[src/rtl/ftl_pkg.sv]
// Package: shared constants, address regions and decode for the frame-timed loader.
// Assumes a 6-bit I/O address, N_CH <= 8 and RAM_AW <= 5.
package ftl_pkg;
    localparam int FTL_ADDR_W = 6;

    typedef enum logic [2:0] {
        RG_NONE,
        RG_STAGE,
        RG_REF,
        RG_LEN,
        RG_STAT,
        RG_RAM
    } ftl_region_e;

    // Map an I/O address to the register region it selects.
    function automatic ftl_region_e ftl_decode(input logic [FTL_ADDR_W-1:0] a,
                                               input int n_ch, input int ram_aw);
        ftl_region_e r;
        r = RG_NONE;
        if (a[5]) begin
            if (int'(a[4:0]) < (1 << ram_aw)) r = RG_RAM;
        end else if (a[4:3] == 2'b00) begin
            if (int'(a[2:0]) < n_ch) r = RG_STAGE;
        end else if (a[4:3] == 2'b01) begin
            if (int'(a[2:0]) < n_ch) r = RG_REF;
        end else if (a == 6'h10) begin
            r = RG_LEN;
        end else if (a == 6'h11) begin
            r = RG_STAT;
        end
        return r;
    endfunction
endpackage

[src/rtl/ftl_io_port.sv]
// Module: wait-state handshake for processor I/O accesses.
// Assumes the master holds io_sel and the access fields steady until it sees
// io_ready. One access completes per WAIT_STATES+1 cycles of io_sel.
module ftl_io_port #(
    parameter int WAIT_STATES = 2
) (
    input  logic clk,
    input  logic rst_n,
    input  logic io_sel,
    output logic io_ready,
    output logic commit
);
    localparam int CW = (WAIT_STATES < 1) ? 1 : $clog2(WAIT_STATES + 1);

    logic [CW-1:0] ws_cnt;
    logic          at_end;

    assign at_end   = (ws_cnt == CW'(WAIT_STATES));
    assign io_ready = io_sel && at_end;
    assign commit   = io_ready;

    // Count cycles of io_sel; restart after each completed access.
    always_ff @(posedge clk) begin
        if (!rst_n) begin
            ws_cnt <= '0;
        end else if (!io_sel || at_end) begin
            ws_cnt <= '0;
        end else begin
            ws_cnt <= ws_cnt + 1'b1;
        end
    end
endmodule

[src/rtl/ftl_frame_counter.sv]
// Module: free-running frame counter, modulo FRAME_MOD, advanced by frame_tick.
// Also gives the value the counter takes at the next edge, for the compare units.
module ftl_frame_counter #(
    parameter int FRAME_W   = 6,
    parameter int FRAME_MOD = 52
) (
    input  logic               clk,
    input  logic               rst_n,
    input  logic               frame_tick,
    output logic [FRAME_W-1:0] cnt_q,
    output logic [FRAME_W-1:0] cnt_nxt
);
    localparam logic [FRAME_W-1:0] LAST = FRAME_W'(FRAME_MOD - 1);

    // Next count: wrap to zero after the last value, hold without a tick.
    always_comb begin
        if (!frame_tick)        cnt_nxt = cnt_q;
        else if (cnt_q == LAST) cnt_nxt = '0;
        else                    cnt_nxt = cnt_q + 1'b1;
    end

    // Counter register.
    always_ff @(posedge clk) begin
        if (!rst_n) cnt_q <= '0;
        else        cnt_q <= cnt_nxt;
    end
endmodule

[src/rtl/ftl_channel.sv]
// Module: one timed channel with staging register, reference, pending flag,
// active register, strobe and write-spacing window.
// Assumes cnt_nxt comes from the shared frame counter. A transfer uses the
// staged value held before any write in the same cycle.
module ftl_channel #(
    parameter int DATA_W  = 12,
    parameter int FRAME_W = 6,
    parameter int SPACING = 8
) (
    input  logic               clk,
    input  logic               rst_n,
    input  logic               frame_tick,
    input  logic [FRAME_W-1:0] cnt_nxt,
    input  logic               stage_we,
    input  logic               ref_we,
    input  logic [DATA_W-1:0]  wdata,
    output logic [DATA_W-1:0]  stage_q,
    output logic [FRAME_W-1:0] ref_q,
    output logic [DATA_W-1:0]  active_q,
    output logic               strobe_q,
    output logic               pending_q,
    output logic               busy,
    output logic               xfer,
    output logic               spacing_hit
);
    localparam int SW = (SPACING < 1) ? 1 : $clog2(SPACING + 1);

    logic [SW-1:0] busy_cnt;

    assign xfer        = frame_tick && pending_q && (cnt_nxt == ref_q);
    assign busy        = (busy_cnt != '0);
    assign spacing_hit = stage_we && busy;

    // Staging and reference registers, loaded by the processor.
    always_ff @(posedge clk) begin
        if (!rst_n) begin
            stage_q <= '0;
            ref_q   <= '0;
        end else begin
            if (stage_we) stage_q <= wdata;
            if (ref_we)   ref_q   <= wdata[FRAME_W-1:0];
        end
    end

    // Pending flag: a write sets it, a transfer clears it, and a write wins.
    always_ff @(posedge clk) begin
        if (!rst_n)        pending_q <= 1'b0;
        else if (stage_we) pending_q <= 1'b1;
        else if (xfer)     pending_q <= 1'b0;
    end

    // Active register and one-cycle strobe on a match.
    always_ff @(posedge clk) begin
        if (!rst_n) begin
            active_q <= '0;
            strobe_q <= 1'b0;
        end else begin
            strobe_q <= xfer;
            if (xfer) active_q <= stage_q;
        end
    end

    // Busy window that follows each staging write.
    always_ff @(posedge clk) begin
        if (!rst_n)        busy_cnt <= '0;
        else if (stage_we) busy_cnt <= SW'(SPACING);
        else if (busy)     busy_cnt <= busy_cnt - 1'b1;
    end
endmodule

[src/rtl/ftl_ramp_seq.sv]
// Module: ramp/gain RAM and playout sequencer for channel 0.
// Assumes a start request outranks a step in the same cycle. A RAM write in
// the cycle of a step does not change the entry that step reads.
module ftl_ramp_seq #(
    parameter int DATA_W = 12,
    parameter int RAM_AW = 4
) (
    input  logic              clk,
    input  logic              rst_n,
    input  logic              ram_we,
    input  logic [RAM_AW-1:0] ram_waddr,
    input  logic [DATA_W-1:0] ram_wdata,
    input  logic [RAM_AW-1:0] ram_raddr,
    output logic [DATA_W-1:0] ram_rdata,
    input  logic              start,
    input  logic [RAM_AW-1:0] start_idx,
    input  logic [RAM_AW:0]   len,
    input  logic              step_tick,
    output logic [DATA_W-1:0] level_q,
    output logic              run_q
);
    localparam int RAM_D = 1 << RAM_AW;

    logic [DATA_W-1:0] mem [RAM_D];
    logic [RAM_AW-1:0] idx_q;
    logic [RAM_AW:0]   left_q;

    assign ram_rdata = mem[ram_raddr];

    // RAM write port for the processor.
    always_ff @(posedge clk) begin
        if (ram_we) mem[ram_waddr] <= ram_wdata;
    end

    // Playout: load on start, then one entry per step tick until the count runs out.
    always_ff @(posedge clk) begin
        if (!rst_n) begin
            idx_q   <= '0;
            left_q  <= '0;
            run_q   <= 1'b0;
            level_q <= '0;
        end else if (start) begin
            idx_q  <= start_idx;
            left_q <= len;
            run_q  <= (len != '0);
        end else if (step_tick && run_q) begin
            level_q <= mem[idx_q];
            idx_q   <= idx_q + 1'b1;
            left_q  <= left_q - 1'b1;
            if (left_q == (RAM_AW+1)'(1)) run_q <= 1'b0;
        end
    end
endmodule

[src/rtl/frame_timed_loader.sv]
// Module: top of the frame-timed register loader. Decodes processor accesses,
// keeps the channels and the ramp sequencer, and drives the read-back path.
// Assumes DATA_W >= FRAME_W, DATA_W >= 2*N_CH, DATA_W >= RAM_AW+1,
// 2 <= N_CH <= 8 and RAM_AW <= 5.
module frame_timed_loader
    import ftl_pkg::*;
#(
    parameter int DATA_W      = 12,
    parameter int FRAME_W     = 6,
    parameter int FRAME_MOD   = 52,
    parameter int N_CH        = 4,
    parameter int RAM_AW      = 4,
    parameter int WAIT_STATES = 2,
    parameter int SPACING     = 8
) (
    input  logic                     clk,
    input  logic                     rst_n,
    input  logic                     frame_tick,
    input  logic                     step_tick,
    input  logic                     io_sel,
    input  logic                     io_wr,
    input  logic [5:0]               io_addr,
    input  logic [DATA_W-1:0]        io_wdata,
    output logic [DATA_W-1:0]        io_rdata,
    output logic                     io_ready,
    output logic [FRAME_W-1:0]       frame_cnt,
    output logic [N_CH*DATA_W-1:0]   ch_active,
    output logic [N_CH-1:0]          ch_strobe,
    output logic [DATA_W-1:0]        ramp_level,
    output logic                     ramp_run,
    output logic                     spacing_err
);
    localparam int CH_IW = $clog2(N_CH);

    ftl_region_e        region;
    logic               commit;
    logic               wr_go;
    logic [CH_IW-1:0]   ch_sel;
    logic [FRAME_W-1:0] cnt_nxt;
    logic [RAM_AW:0]    len_q;
    logic [DATA_W-1:0]  ram_rdata;
    logic               err_q;

    logic [DATA_W-1:0]  stage_w  [N_CH];
    logic [FRAME_W-1:0] ref_w    [N_CH];
    logic [DATA_W-1:0]  active_w [N_CH];
    logic [N_CH-1:0]    pend_w;
    logic [N_CH-1:0]    busy_w;
    logic [N_CH-1:0]    xfer_w;
    logic [N_CH-1:0]    hit_w;

    assign region = ftl_decode(io_addr, N_CH, RAM_AW);
    assign wr_go  = commit && io_wr;
    assign ch_sel = io_addr[CH_IW-1:0];

    ftl_io_port #(.WAIT_STATES(WAIT_STATES)) u_port (
        .clk      (clk),
        .rst_n    (rst_n),
        .io_sel   (io_sel),
        .io_ready (io_ready),
        .commit   (commit)
    );

    ftl_frame_counter #(.FRAME_W(FRAME_W), .FRAME_MOD(FRAME_MOD)) u_fc (
        .clk        (clk),
        .rst_n      (rst_n),
        .frame_tick (frame_tick),
        .cnt_q      (frame_cnt),
        .cnt_nxt    (cnt_nxt)
    );

    for (genvar i = 0; i < N_CH; i++) begin : g_ch
        logic sel_i;
        assign sel_i = wr_go && (io_addr[2:0] == 3'(i));

        ftl_channel #(.DATA_W(DATA_W), .FRAME_W(FRAME_W), .SPACING(SPACING)) u_ch (
            .clk         (clk),
            .rst_n       (rst_n),
            .frame_tick  (frame_tick),
            .cnt_nxt     (cnt_nxt),
            .stage_we    (sel_i && (region == RG_STAGE)),
            .ref_we      (sel_i && (region == RG_REF)),
            .wdata       (io_wdata),
            .stage_q     (stage_w[i]),
            .ref_q       (ref_w[i]),
            .active_q    (active_w[i]),
            .strobe_q    (ch_strobe[i]),
            .pending_q   (pend_w[i]),
            .busy        (busy_w[i]),
            .xfer        (xfer_w[i]),
            .spacing_hit (hit_w[i])
        );

        assign ch_active[i*DATA_W +: DATA_W] = active_w[i];
    end

    ftl_ramp_seq #(.DATA_W(DATA_W), .RAM_AW(RAM_AW)) u_ramp (
        .clk       (clk),
        .rst_n     (rst_n),
        .ram_we    (wr_go && (region == RG_RAM)),
        .ram_waddr (io_addr[RAM_AW-1:0]),
        .ram_wdata (io_wdata),
        .ram_raddr (io_addr[RAM_AW-1:0]),
        .ram_rdata (ram_rdata),
        .start     (xfer_w[0]),
        .start_idx (stage_w[0][RAM_AW-1:0]),
        .len       (len_q),
        .step_tick (step_tick),
        .level_q   (ramp_level),
        .run_q     (ramp_run)
    );

    // Ramp length register.
    always_ff @(posedge clk) begin
        if (!rst_n)                              len_q <= '0;
        else if (wr_go && (region == RG_LEN))    len_q <= io_wdata[RAM_AW:0];
    end

    // One-cycle flag for a staging write made inside a busy window.
    always_ff @(posedge clk) begin
        if (!rst_n) err_q <= 1'b0;
        else        err_q <= |hit_w;
    end
    assign spacing_err = err_q;

    // Read-back multiplexer.
    always_comb begin
        io_rdata = '0;
        unique case (region)
            RG_STAGE: io_rdata = stage_w[ch_sel];
            RG_REF:   io_rdata[FRAME_W-1:0] = ref_w[ch_sel];
            RG_LEN:   io_rdata[RAM_AW:0] = len_q;
            RG_STAT: begin
                io_rdata[N_CH-1:0]      = pend_w;
                io_rdata[2*N_CH-1:N_CH] = busy_w;
            end
            RG_RAM:   io_rdata = ram_rdata;
            default:  io_rdata = '0;
        endcase
    end
endmodule

[config.mk]
export PLATFORM = sky130hd
export DESIGN_NAME = frame_timed_loader
export DESIGN_NICKNAME = d
export VERILOG_FILES = /design/src/rtl/ftl_pkg.sv /design/src/rtl/ftl_io_port.sv /design/src/rtl/ftl_frame_counter.sv /design/src/rtl/ftl_channel.sv /design/src/rtl/ftl_ramp_seq.sv /design/src/rtl/frame_timed_loader.sv
export SDC_FILE = /design/constraint.sdc
export NUM_CORES = 1
export LEC_CHECK = 0
export BUFFER_PORTS_ARGS = -buffer_cell sky130_fd_sc_hd__buf_4
export CELL_PAD_IN_SITES_DETAIL_PLACEMENT = 0
export CELL_PAD_IN_SITES_GLOBAL_PLACEMENT = 1
export CORE_UTILIZATION = 40
export DETAILED_ROUTE_END_ITERATION = 7
export MAX_ROUTING_LAYER = met4
export PLACE_DENSITY_LB_ADDON = 0.05
export SYNTH_ARGS = -nofsm -noshare
export SYNTH_HDL_FRONTEND = slang
export SYNTH_SLANG_ARGS = --single-unit
[constraint.sdc]
create_clock -name clk -period 3.1 [get_ports clk]
set_input_delay 0.155 -clock clk [delete_from_list [all_inputs] [get_ports clk]]
set_output_delay 0.155 -clock clk [all_outputs]
set_load 0.02 [all_outputs]
==> summary.txt, run 1 <==
Synthesis
  • Portion of the post-synthesis area used by sequential elements: 0.5462
  • Avg Synthesized Cell Area: 12.63 um^2
  • Cell Area, Synth: 17,150 um^2
  • Synthesized instance count: 1,358
  • Net count of the mapped netlist: 1,395
  • Library cell with the largest summed area after synthesis: sky130_fd_sc_hd__edfxtp_1
  • Post-synthesis sequential element count: 372
  • Area share of the largest cell type after synthesis: 0.3361
  • Leading post-synthesis cells by cell area: sky130_fd_sc_hd__edfxtp_1 34%, sky130_fd_sc_hd__dfxtp_1 21%, sky130_fd_sc_hd__mux4_2 17%
  • Yosys warns: 0
  • Count of different cell masters after synthesis: 63
  • Number of synthesized flops with an enable pin: 192
  • Flip-flop cell with the highest count after synthesis: sky130_fd_sc_hd__edfxtp_1
  • Fraction of registers with async set or reset after synthesis: 0

Setup path
  • Largest stage delay, worst path: 430 ps
  • CP endpoint kind: register
  • Arrival time worst endpoint: 3210 ps
  • Critical path data required time: 3590 ps
  • Largest fanout on the critical path: 33
  • Beginning of the worst register-to-register path: u_fc.cnt_q[0]$_SDFF_PN0_
  • Crit path launch: u_fc.cnt_q[0]$_SDFF_PN0_
  • Launching element type of the critical path: register
  • Buffers and inverters on the worst path: 2
  • Crit path cell chain: ha_1 -> and4bb_1 -> a311oi_1 -> a2111oi_0 -> nand4_1 -> buf_12 -> nand2_1 -> buf_4 -> mux2i_1
  • Critical path's slowest cell: sky130_fd_sc_hd__dfxtp_1
  • Category of the most critical setup path: reg2reg
  • Top Family by Delay on Critical Path: simple AND/OR/NAND/NOR gates

STA
  • Final hold vios: 0
  • Unrepaired setup endpoints after global routing: no
  • Shortest clock period the worst path allows after layout: 2723 ps
  • Final number of setup-violating endpoints: 0
  • Fmax achieved: 367.3 MHz
  • Hold slack final: 34.01 ps
  • Actual transition at the worst max-transition pin: 962.7 ps
  • Sum Neg Setup Slack: 0 ps
  • Max-slew violations: 0
  • Slew Limit Headroom: 0.3558
  • Post-route fraction of the period consumed by the critical path: 0.8784
  • Setup skew after layout: 19.85 ps
  • Final WS setup: 377.1 ps

Cells and area
  • Proportion of layout cells with a drive suffix above 1: 0.2569
  • Final Non-Filler Cells: 2,053
  • Filler cells: 3,747
  • Final net count: 1,522
  • Total area of sequential cells: 9375 um^2
  • Diode insertion count for antenna repair: 0
  • Design area: 20,210 um^2
  • Area growth syn-to-layout: 17.84%
  • Footprint of the multi-input gates: 7241 um^2
  • Core occupancy in the finished layout: 0.4797

Detailed routing
  • Final wirelength: 49.69 mm
  • Remaining design rule violation count: 0
  • Via/cell ratio: 5.623
  • DR iter-0 viols: 1,021
  • Number of iterations in the first detailed-routing pass: 5
  • Routed wirelength normalized by instance count: 24.20 um
  • Count of nets left with antenna violations after detail routing: 0
  • Number of vias in the routed layout: 11.54k

Worst hold path
  • Tightest Hold Check Type: in2reg
  • Beginning of the worst hold path: io_wdata[4]

Die
  • Starting utilization of the core area: 0.4071
  • Core area: 42,130 um^2
  • Die X: 209.1 um
  • Die Area: 43,710 um^2
  • Row cnt: 75
  • Number of primary I/O pins: 109
  • Height of the die: 209.1 um

Clock tree
  • Hold-fix buffers, CTS: 14
  • Post-CTS Setup Repair Bufs: 0
  • Clock input transition at the sequential cells of the worst setup and hold paths: 60 ps
  • CTS tree: done
  • Number of cells upsized or downsized after cts: 0
  • Clock H-tree levels: 2
  • TritonCTS sink count: 372
  • Clock network latency to the later pin of the worst-skew pair: 570 ps
  • Inserted Clock Buffers: 42
  • Deepest clock path buffer count: 3
  • CTS Root Cell: sky130_fd_sc_hd__clkbuf_16

Placed design
  • Final RePlAce weighted congestion: 0.8330
  • Number of buffers added on ports: 108
  • DP HPWL: 33.18 mm
  • Placement Cell Area: 18,740 um^2
  • Worst slack after detailed placement: 411.9 ps
  • Count of placed standard cells including taps: 1,966

Global routing
  • Vias in the first global route: 11.50k
  • Total global-route track usage: 0.2406
  • Total overflow reported by the global router: 0
  • Largest net degree at the start of global routing: 109
  • Initial antenna violation count: 0
  • First-pass GRT wire length: 75.30 mm

Outcome
  • Run status: complete, no violations

Power and ir drop
  • Power per Cell Area: 554.2 nW/um^2
  • Leak pwr: 6.906 nW
  • Total Power Consumption: 11.20 mW
  • Max VDD drop: 0.0003850 V

Flow run
  • Max-cap check violation count: 0
==> path summary, 6_finish.rpt <==
check                                        end  slack, ps  cells after the start
setup / recovery  u_ramp.level_q[4]$_SDFFE_PN0P_        380                      9
hold / removal        u_ramp.mem[3][4]$_DFFE_PP_         30                      1
setup reg to reg  u_ramp.level_q[4]$_SDFFE_PN0P_        380                      9
hold reg to reg      u_port.ws_cnt[0]$_SDFF_PP0_        410                      1
==> placed cells by master (no fill, tap or decap), types with 4 or more instances in the layout <==
master,instances
sky130_fd_sc_hd__nor2b_1,5
sky130_fd_sc_hd__inv_1,20
sky130_fd_sc_hd__mux4_2,126
sky130_fd_sc_hd__nand2b_1,11
sky130_fd_sc_hd__clkbuf_8,4
sky130_fd_sc_hd__xor2_1,10
sky130_fd_sc_hd__o21ai_0,24
sky130_fd_sc_hd__a211oi_1,15
sky130_fd_sc_hd__nand4_1,7
sky130_fd_sc_hd__nor2_1,70
sky130_fd_sc_hd__o211ai_1,13
sky130_fd_sc_hd__a22oi_1,7
sky130_fd_sc_hd__nor3_1,11
sky130_fd_sc_hd__buf_4,164
sky130_fd_sc_hd__buf_12,7
sky130_fd_sc_hd__xnor2_1,26
sky130_fd_sc_hd__mux2i_1,81
sky130_fd_sc_hd__o22ai_1,6
sky130_fd_sc_hd__clkbuf_1,5
sky130_fd_sc_hd__dlygate4sd3_1,14
sky130_fd_sc_hd__nor3b_1,4
sky130_fd_sc_hd__dfxtp_1,177
sky130_fd_sc_hd__ha_1,13
sky130_fd_sc_hd__a21oi_1,85
sky130_fd_sc_hd__or3_1,4
sky130_fd_sc_hd__nand3_1,17
sky130_fd_sc_hd__clkbuf_16,43
sky130_fd_sc_hd__clkinv_2,10
sky130_fd_sc_hd__edfxtp_1,192
sky130_fd_sc_hd__nand2_1,259
sky130_fd_sc_hd__and2_1,11
sky130_fd_sc_hd__mux2_2,16
sky130_fd_sc_hd__clkinv_1,8
==> cells by family (layout without fill, tap and decap cells) <==
kind of cell,count (synthesis),in the layout,synth area share
buf+inv,123,279,0.03195
flops,372,372,0.5462
xor+xnor,37,37,0.01969
fa+ha+maj,13,13,0.009483
simple gates,421,421,0.1098
compound gates,168,168,0.05880
mux,224,224,0.2241
==> layer usage <==
| metal | up-vias | GRT usage | routed length [um] |
|---|---|---|---|
| li1 | 5284 | - | - |
| met1 | 5838 | 0.3372 | 22660 |
| met2 | 337 | 0.3622 | 22910 |
| met3 | 85 | 0.03246 | 2791 |
| met4 | 0 | 0.07759 | 1328 |
| met5 | - | - | 0 |
==> Yosys cell counts, types with 4 or more instances <==
library cell	n
sky130_fd_sc_hd__a211oi_1	15
sky130_fd_sc_hd__a21oi_1	85
sky130_fd_sc_hd__a22oi_1	7
sky130_fd_sc_hd__and2_1	11
sky130_fd_sc_hd__buf_1	7
sky130_fd_sc_hd__buf_2	24
sky130_fd_sc_hd__buf_4	7
sky130_fd_sc_hd__buf_6	4
sky130_fd_sc_hd__clkbuf_1	60
sky130_fd_sc_hd__dfxtp_1	180
sky130_fd_sc_hd__edfxtp_1	192
sky130_fd_sc_hd__ha_1	13
sky130_fd_sc_hd__inv_1	20
sky130_fd_sc_hd__mux2_2	16
sky130_fd_sc_hd__mux2i_1	81
sky130_fd_sc_hd__mux4_2	126
sky130_fd_sc_hd__nand2_1	259
sky130_fd_sc_hd__nand2b_1	11
sky130_fd_sc_hd__nand3_1	17
sky130_fd_sc_hd__nand4_1	7
sky130_fd_sc_hd__nor2_1	70
sky130_fd_sc_hd__nor2b_1	5
sky130_fd_sc_hd__nor3_1	12
sky130_fd_sc_hd__nor3b_1	4
sky130_fd_sc_hd__o211ai_1	13
sky130_fd_sc_hd__o21ai_0	24
sky130_fd_sc_hd__o22ai_1	6
sky130_fd_sc_hd__or3_1	4
sky130_fd_sc_hd__xnor2_1	26
sky130_fd_sc_hd__xor2_1	10
==> area by class of cell <==
class | instances | share of cell area
timing repair buffer | 185 | 0.07478
tap | 539 | 0.03336
inverter | 21 | 0.003962
clock inverter | 21 | 0.008976
sequential | 372 | 0.4638
clock buffer | 52 | 0.05689
multi-input combinational | 863 | 0.3582
==> flip-flops by register name, summed over array words and instances (netlist names), 5 cells and up <==
signal and flops:
u_ramp.level_q 12, u_ramp.left_q 5, g_ch.u_ch.ref_q 24, g_ch.u_ch.busy_cnt 16, u_ramp.mem 192, g_ch.u_ch.stage_q 48
u_fc.cnt_q 6, len_q 5, g_ch.u_ch.active_q 48
==> where the power goes <==
group	switching, mW	internal (mW)	leakage [nW]
Combinational	0.573	0.423	3.06
Sequential	0.0617	5.26	3.18
Clock	2.01	2.87	0.662
Total	2.65	8.55	6.91
Power figures use the tool's default switching activity.
==> run 2: changes to the inputs <==
- clock period: 3.1 -> 2.7 ns (I/O delays scaled with it)
==> summary.txt, run 2 (synthesized netlist as in run 1, its figures left out) <==
Outcome
  • Run status: complete, no violations (unchanged)

Clock tree
  • Clock input transition at the sequential cells of the worst setup and hold paths: 60 ps (about the same)
  • Deepest clock path buffer count: 3 (unchanged)
  • Inserted Clock Buffers: 43 (was 42)
  • Post-CTS Setup Repair Bufs: 0 (unchanged)
  • Clock H-tree levels: 2 (unchanged)
  • TritonCTS sink count: 372 (unchanged)
  • CTS tree: done (unchanged)
  • CTS Root Cell: sky130_fd_sc_hd__clkbuf_16 (unchanged)
  • Clock network latency to the later pin of the worst-skew pair: 580 ps (was 570 ps)

Detailed routing
  • Final wirelength: 50.06 mm (was 49.69 mm)
  • Count of nets left with antenna violations after detail routing: 0 (unchanged)
  • Number of iterations in the first detailed-routing pass: 5 (unchanged)
  • DR iter-0 viols: 767 (was 1,021)
  • Routed wirelength normalized by instance count: 24.11 um (was 24.20 um)
  • Remaining design rule violation count: 0 (unchanged)
  • Number of vias in the routed layout: 11.58k (was 11.54k)
  • Via/cell ratio: 5.579 (was 5.623)

STA
  • Actual transition at the worst max-transition pin: 800.6 ps (was 962.7 ps)
  • Max-slew violations: 0 (unchanged)
  • Shortest clock period the worst path allows after layout: 2604 ps
  • Final number of setup-violating endpoints: 0 (unchanged)
  • Final hold vios: 0 (unchanged)
  • Fmax achieved: 384.0 MHz
  • Sum Neg Setup Slack: 0 ps (unchanged)
  • Unrepaired setup endpoints after global routing: no (unchanged)
  • Slew Limit Headroom: 0.4663 (was 0.3558)
  • Post-route fraction of the period consumed by the critical path: 0.9646
  • Setup skew after layout: 19.81 ps (was 19.85 ps)

Die
  • Height of the die: 209.1 um (unchanged)
  • Starting utilization of the core area: 0.4071 (unchanged)
  • Die Area: 43,710 um^2 (unchanged)
  • Die X: 209.1 um (unchanged)
  • Number of primary I/O pins: 109 (unchanged)
  • Row cnt: 75 (unchanged)
  • Core area: 42,130 um^2 (unchanged)

Placed design
  • Final RePlAce weighted congestion: 0.8113 (was 0.8330)
  • DP HPWL: 33.35 mm (was 33.18 mm)
  • Number of buffers added on ports: 108 (unchanged)
  • Placement Cell Area: 18,980 um^2 (was 18,740 um^2)

Worst hold path
  • Worst Hold Depth: 4 (was 1)
  • Tightest Hold Check Type: in2reg (unchanged)
  • Beginning of the worst hold path: step_tick (was io_wdata[4])

Cells and area
  • Proportion of layout cells with a drive suffix above 1: 0.2700 (was 0.2569)
  • Top library cells by usage in the layout, fill and taps aside: 259 x sky130_fd_sc_hd__nand2_1, 192 x sky130_fd_sc_hd__edfxtp_1, 177 x sky130_fd_sc_hd__dfxtp_1 (unchanged)
  • Most frequent standard cell in the layout excluding fill and tap cells: sky130_fd_sc_hd__nand2_1 (unchanged)
  • Register with the most flip-flops: u_ramp.mem (unchanged)
  • Design area: 20,530 um^2 (was 20,210 um^2)
  • Final net count: 1,541 (was 1,522)
  • Area growth syn-to-layout: 19.70% (was 17.84%)
  • Largest registers ranked by flip-flop count: u_ramp.mem (192), g_ch.u_ch.active_q (48), g_ch.u_ch.stage_q (48) (unchanged)
  • Diode insertion count for antenna repair: 0 (unchanged)
  • Number of flip-flops under the largest register name: 192 (unchanged)

Power and ir drop
  • Share of total power in sequential cells: 0.467 (was 0.475)
  • Net switching fraction of the power: 0.2423 (was 0.2365)
  • Max VDD drop: 0.0005561 V (was 0.0003850 V)
  • Leak pwr: 7.042 nW (was 6.906 nW)
  • Net switching component of the power: 3.172 mW (was 2.649 mW)
  • Clock share of power: 0.440 (was 0.436)
  • Portion of total power attributed to combinational logic: 0.093 (was 0.089)
  • Power per Cell Area: 637.5 nW/um^2 (was 554.2 nW/um^2)
  • Internal power: 9.917 mW (was 8.553 mW)

Setup path
  • Crit path launch: u_ramp.mem[3][4]$_DFFE_PP_ (was u_fc.cnt_q[0]$_SDFF_PN0_)
  • CP endpoint kind: output pin (was register)
  • Largest fanout on the critical path: 2 (was 33)
  • Reg2reg path depth: 8 (was 9)
  • Critical path data required time: 2570 ps (was 3590 ps)
  • Crit path cell chain: mux4_2 -> mux4_2 -> nand2b_1 -> nand3_1 -> buf_4 (was ha_1 -> and4bb_1 -> a311oi_1 -> a2111oi_0 -> nand4_1 -> buf_12 -> nand2_1 -> buf_4 -> mux2i_1)
  • Largest stage delay, worst path: 520 ps (was 430 ps)
  • Launching element type of the critical path: register (unchanged)
  • Most numerous cell on the critical path: sky130_fd_sc_hd__mux4_2
  • Arrival time worst endpoint: 2470 ps (was 3210 ps)
  • Category of the most critical setup path: reg2out (was reg2reg)
  • Beginning of the worst register-to-register path: u_fc.cnt_q[1]$_SDFF_PN0_ (was u_fc.cnt_q[0]$_SDFF_PN0_)
  • Critical path's slowest cell: sky130_fd_sc_hd__mux4_2 (was sky130_fd_sc_hd__dfxtp_1)

Global routing
  • First-pass GRT wire length: 75.66 mm (was 75.30 mm)
  • Total overflow reported by the global router: 0 (unchanged)
  • Total global-route track usage: 0.2413 (was 0.2406)
  • Vias in the first global route: 11.70k (was 11.50k)
  • Initial antenna violation count: 0 (unchanged)
  • Largest net degree at the start of global routing: 109 (unchanged)

Flow run
  • Max-cap check violation count: 0 (unchanged)
run 2: timing repair:
action / CTS / global route
hold buffers: 14 / 0
gates resized for setup: 1 / 1
setup endpoints to repair: 1 / 41
pin swaps: 0 / 1
hold endpoints to repair: 267 / 0
run 2: final cells by class:
class	instances	area, um^2
Fill cell	3765	21600
Tap cell	539	674.4
Multi-Input combinational cell	863	7254
Sequential cell	372	9375
Clock inverter	20	198.9
Timing Repair Buffer	203	1747
Clock buffer	58	1202
Inverter	21	80.08
run 2: critical path: cells and delay by family (launching register included):
family	cells	cell delay, ps
muxes	2	1040
DFF	1	400
and+or+nand+nor	2	250
buffers and inverters	1	200
run 2: power by group through the flow:
stage	sequential [mW]	combinational, mW	clock, mW
6_report	6.11	1.22	5.76
5_1_grt	6.12	1.34	6.12
4_1_cts	6.11	1.23	5.89
3_5_place_dp	6.23	1.20	0
3_3_place_gp	6.23	1.19	0
2_1_floorplan	6.22	0.791	0
run 2: worst paths after layout:
check / to / slack, ps
setup / recovery: io_rdata[4] / 100
hold / removal: u_ramp.run_q$_SDFFE_PN0P_ / 60
setup reg to reg: g_ch[0].u_ch.active_q[3]$_SDFFE_PN0P_ / 220
hold reg to reg: u_port.ws_cnt[0]$_SDFF_PP0_ / 420
run 2: through the flow:
| stage | worst slack, ps | hold WS (ps) | instances | power [mW] | util |
|---|---|---|---|---|---|
| floorplan | 184.6 | 233.9 | 1358 | 7.014 | - |
| global placement | 243.8 | 402.9 | 1984 | 7.419 | 0.4504 |
| detailed placement | 134.6 | 410.8 | 1984 | 7.432 | 0.4504 |
| CTS | 73.46 | 40.08 | 2076 | 13.23 | 0.4871 |
| global route | 3.806 | 106.5 | 2076 | 13.58 | 0.4873 |
| finish | 95.50 | 55.24 | 2076 | 13.09 | 0.4873 |
run 2: layer usage:
layer,GRT usage,vias up,wire length (um)
li1,-,5327,-
met1,0.3316,5914,23060
met2,0.3683,279,23490
met3,0.04719,62,2576
met4,0.05857,0,928
met5,-,-,0
==> run 3: changes to the inputs <==
--- a/config.mk
+++ b/config.mk
@@ -13,4 +13,5 @@
 export MAX_ROUTING_LAYER = met4
 export PLACE_DENSITY_LB_ADDON = 0.05
+export SLEW_MARGIN = 10
 export SYNTH_ARGS = -nofsm -noshare
 export SYNTH_HDL_FRONTEND = slang
==> constraint.sdc (replaced) <==
create_clock -name clk -period 2.7 [get_ports clk]
set_input_delay 0.675 -clock clk [delete_from_list [all_inputs] [get_ports clk]]
set_output_delay 0.675 -clock clk [all_outputs]
set_load 0.02 [all_outputs]
==> summary.txt, run 3 (synthesized netlist as in run 1, its figures left out) <==
Cells and area
  • Final net count: 1,581 (was 1,541)
  • Number of flip-flops under the largest register name: 192 (unchanged)
  • Register with the most flip-flops: u_ramp.mem (unchanged)
  • Area growth syn-to-layout: 23.41% (was 19.70%)
  • Diode insertion count for antenna repair: 0 (unchanged)
  • Design area: 21,170 um^2 (was 20,530 um^2)
  • Proportion of layout cells with a drive suffix above 1: 0.3109 (was 0.2700)
  • Largest registers ranked by flip-flop count: u_ramp.mem (192), g_ch.u_ch.active_q (48), g_ch.u_ch.stage_q (48) (unchanged)
  • Top library cells by usage in the layout, fill and taps aside: 258 x sky130_fd_sc_hd__nand2_1, 204 x sky130_fd_sc_hd__buf_4, 192 x sky130_fd_sc_hd__edfxtp_1 (was 259 x sky130_fd_sc_hd__nand2_1, 192 x sky130_fd_sc_hd__edfxtp_1, 177 x sky130_fd_sc_hd__dfxtp_1)
  • Most frequent standard cell in the layout excluding fill and tap cells: sky130_fd_sc_hd__nand2_1 (unchanged)

Clock tree
  • CTS Root Cell: sky130_fd_sc_hd__clkbuf_16 (unchanged)
  • Deepest clock path buffer count: 3 (unchanged)
  • Clock H-tree levels: 2 (unchanged)
  • Hold-fix buffers, CTS: 0 (was 14)
  • CTS tree: done (unchanged)
  • Clock network latency to the later pin of the worst-skew pair: 560 ps (was 580 ps)
  • Clock input transition at the sequential cells of the worst setup and hold paths: 60 ps (about the same)
  • Inserted Clock Buffers: 43 (unchanged)
  • TritonCTS sink count: 372 (unchanged)

Detailed routing
  • Count of nets left with antenna violations after detail routing: 0 (unchanged)
  • Remaining design rule violation count: 0 (unchanged)
  • Final wirelength: 51.18 mm (was 50.06 mm)
  • Via/cell ratio: 5.583 (was 5.579)
  • Number of iterations in the first detailed-routing pass: 5 (unchanged)
  • Routed wl met3: 3.014 mm (was 2.576 mm)
  • DR iter-0 viols: 851 (was 767)
  • Number of vias in the routed layout: 11.81k (was 11.58k)
  • Routed wirelength normalized by instance count: 24.20 um (was 24.11 um)
  • M1 wire length: 22.67 mm (was 23.06 mm)
  • Top routing layer used: met4 (unchanged)
  • Routed met2 length: 24.55 mm (was 23.49 mm)

Die
  • Height of the die: 209.1 um (unchanged)
  • Die X: 209.1 um (unchanged)
  • Core area: 42,130 um^2 (unchanged)
  • Number of primary I/O pins: 109 (unchanged)
  • Starting utilization of the core area: 0.4071 (unchanged)
  • Die Area: 43,710 um^2 (unchanged)
  • Row cnt: 75 (unchanged)

Global routing
  • Total global-route track usage: 0.2476 (was 0.2413)
  • Total overflow reported by the global router: 0 (unchanged)
  • Initial antenna violation count: 0 (unchanged)
  • Largest net degree at the start of global routing: 109 (unchanged)
  • First-pass GRT wire length: 77.45 mm (was 75.66 mm)
  • Vias in the first global route: 11.96k (was 11.70k)

Power and ir drop
  • Power per Cell Area: 636.2 nW/um^2 (was 637.5 nW/um^2)
  • Max VDD drop: 0.0004751 V (was 0.0005561 V)
  • Total Power Consumption: 13.47 mW (was 13.09 mW)
  • Leak pwr: 7.393 nW (was 7.042 nW)

Outcome
  • Violated checks: setup timing
  • Run status: finished with violations (was complete, no violations)

Setup path
  • Critical path data required time: 2030 ps (was 2570 ps)
  • Category of the most critical setup path: in2out (was reg2out)
  • Launching element type of the critical path: primary input (was register)
  • Destination of the critical timing path: io_rdata[5] (was io_rdata[4])
  • Arrival time worst endpoint: 2390 ps (was 2470 ps)
  • Crit path launch: io_addr[0] (was u_ramp.mem[3][4]$_DFFE_PP_)
  • Worst reg2reg path endpoint: u_ramp.idx_q[1]$_SDFFE_PN0P_ (was g_ch[0].u_ch.active_q[3]$_SDFFE_PN0P_)
  • Reg2reg path depth: 11 (was 8)
  • Largest fanout on the critical path: 6 (was 2)
  • CP endpoint kind: output pin (unchanged)
  • Beginning of the worst register-to-register path: u_fc.cnt_q[1]$_SDFF_PN0_ (unchanged)
  • Register-to-register setup slack: 250 ps (was 220 ps)

STA
  • Unrepaired setup endpoints after global routing: yes (was no)
  • Max-slew violations: 0 (unchanged)
  • Final hold vios: 0 (unchanged)
  • Shortest clock period the worst path allows after layout: 3060 ps (was 2604 ps)
  • Fmax achieved: 326.8 MHz (was 384.0 MHz)
  • Final number of setup-violating endpoints: 12 (was 0)
  • Post-route fraction of the period consumed by the critical path: 1.133 (was 0.9646)
  • Setup skew after layout: 16.93 ps (was 19.81 ps)
  • Actual transition at the worst max-transition pin: 529.8 ps (was 800.6 ps)
  • Final WS setup: -360.3 ps (was 95.50 ps)
  • Slew Limit Headroom: 0.6468 (was 0.4663)

Placed design
  • Number of buffers added on ports: 108 (unchanged)
  • Final RePlAce weighted congestion: 0.8386 (was 0.8113)
  • Placement Cell Area: 19,410 um^2 (was 18,980 um^2)
  • DP HPWL: 35.26 mm (was 33.35 mm)

Worst hold path
  • Tightest Hold Check Type: reg2reg (was in2reg)

Flow run
  • Max-cap check violation count: 0 (unchanged)
==> run 3: cell count changes in the layout (fill, tap and decap cells not counted), moves of 4 or more <==
cell and delta:
sky130_fd_sc_hd__buf_16 +5, sky130_fd_sc_hd__buf_4 +30, sky130_fd_sc_hd__buf_6 +15, sky130_fd_sc_hd__dlygate4sd3_1 -14, sky130_fd_sc_hd__inv_1 -7, sky130_fd_sc_hd__inv_2 +7
sky130_fd_sc_hd__nand3_1 -5, sky130_fd_sc_hd__nand3_2 +5, sky130_fd_sc_hd__o21ai_0 -4
==> run 3: metrics by stage <==
step | hold WS (ps) | TNS, ps | util | setup slack, ps | std cells
floorplan | 392.2 | -724.4 | - | -82.93 | 1358
global placement | 401.8 | -6960 | 0.4607 | -505.1 | 2026
detailed placement | 412.8 | -7271 | 0.4607 | -533.3 | 2026
CTS | 391.3 | -3748 | 0.5005 | -389.1 | 2109
global route | 442.5 | -4090 | 0.5024 | -426.4 | 2115
finish | 417.0 | -3586 | 0.5024 | -360.3 | 2115
==> run 3: layer usage <==
metal	vias up	GRT usage
met5	-	-
met4	0	0.06187
met3	73	0.03953
met2	336	0.3891
met1	5970	0.3356
li1	5428	-
==> run 3: how the worst min path moves through the flow <==
stage                           startpoint                     endpoint  cells past startpoint
4_1_cts                             io_sel  u_port.ws_cnt[1]$_SDFF_PP0_                      3
5_1_grt        u_port.ws_cnt[0]$_SDFF_PP0_  u_port.ws_cnt[0]$_SDFF_PP0_                      1
2_1_floorplan  u_port.ws_cnt[0]$_SDFF_PP0_  u_port.ws_cnt[0]$_SDFF_PP0_                      1
3_5_place_dp   u_port.ws_cnt[0]$_SDFF_PP0_  u_port.ws_cnt[0]$_SDFF_PP0_                      1
3_3_place_gp   u_port.ws_cnt[0]$_SDFF_PP0_  u_port.ws_cnt[0]$_SDFF_PP0_                      1
6_report       u_port.ws_cnt[0]$_SDFF_PP0_  u_port.ws_cnt[0]$_SDFF_PP0_                      1
==> run 3: where the power goes <==
part	total, mW	switching (mW)	internal (mW)
Sequential	6.11	0.0686	6.04
Clock	6.01	2.37	3.64
Combinational	1.35	0.720	0.629
Total	13.5	3.15	10.3
==> run 3: layout make-up <==
cell class	instances	area (um^2)
Tap cell	539	674.4
Sequential cell	372	9375
Timing Repair Buffer	243	2223
Clock inverter	18	235.2
Fill cell	3648	20970
Clock buffer	59	1217
Inverter	21	80.08
Multi-Input combinational cell	863	7362
==> run 3: critical path, cell delays in order <==
cell and delay [ps]:
sky130_fd_sc_hd__buf_16 140, sky130_fd_sc_hd__buf_6 130, sky130_fd_sc_hd__mux4_2 490, sky130_fd_sc_hd__mux4_2 540, sky130_fd_sc_hd__inv_2 100, sky130_fd_sc_hd__o221ai_4 130
sky130_fd_sc_hd__buf_6 160
==> run 3: repair_timing <==
item / 4_1_cts / 5_1_grt
endpoints found under the setup margin: 12 / 42
buffers inserted: 2 / 6
gates cloned: 4 / 1
gates resized for setup: 31 / 5
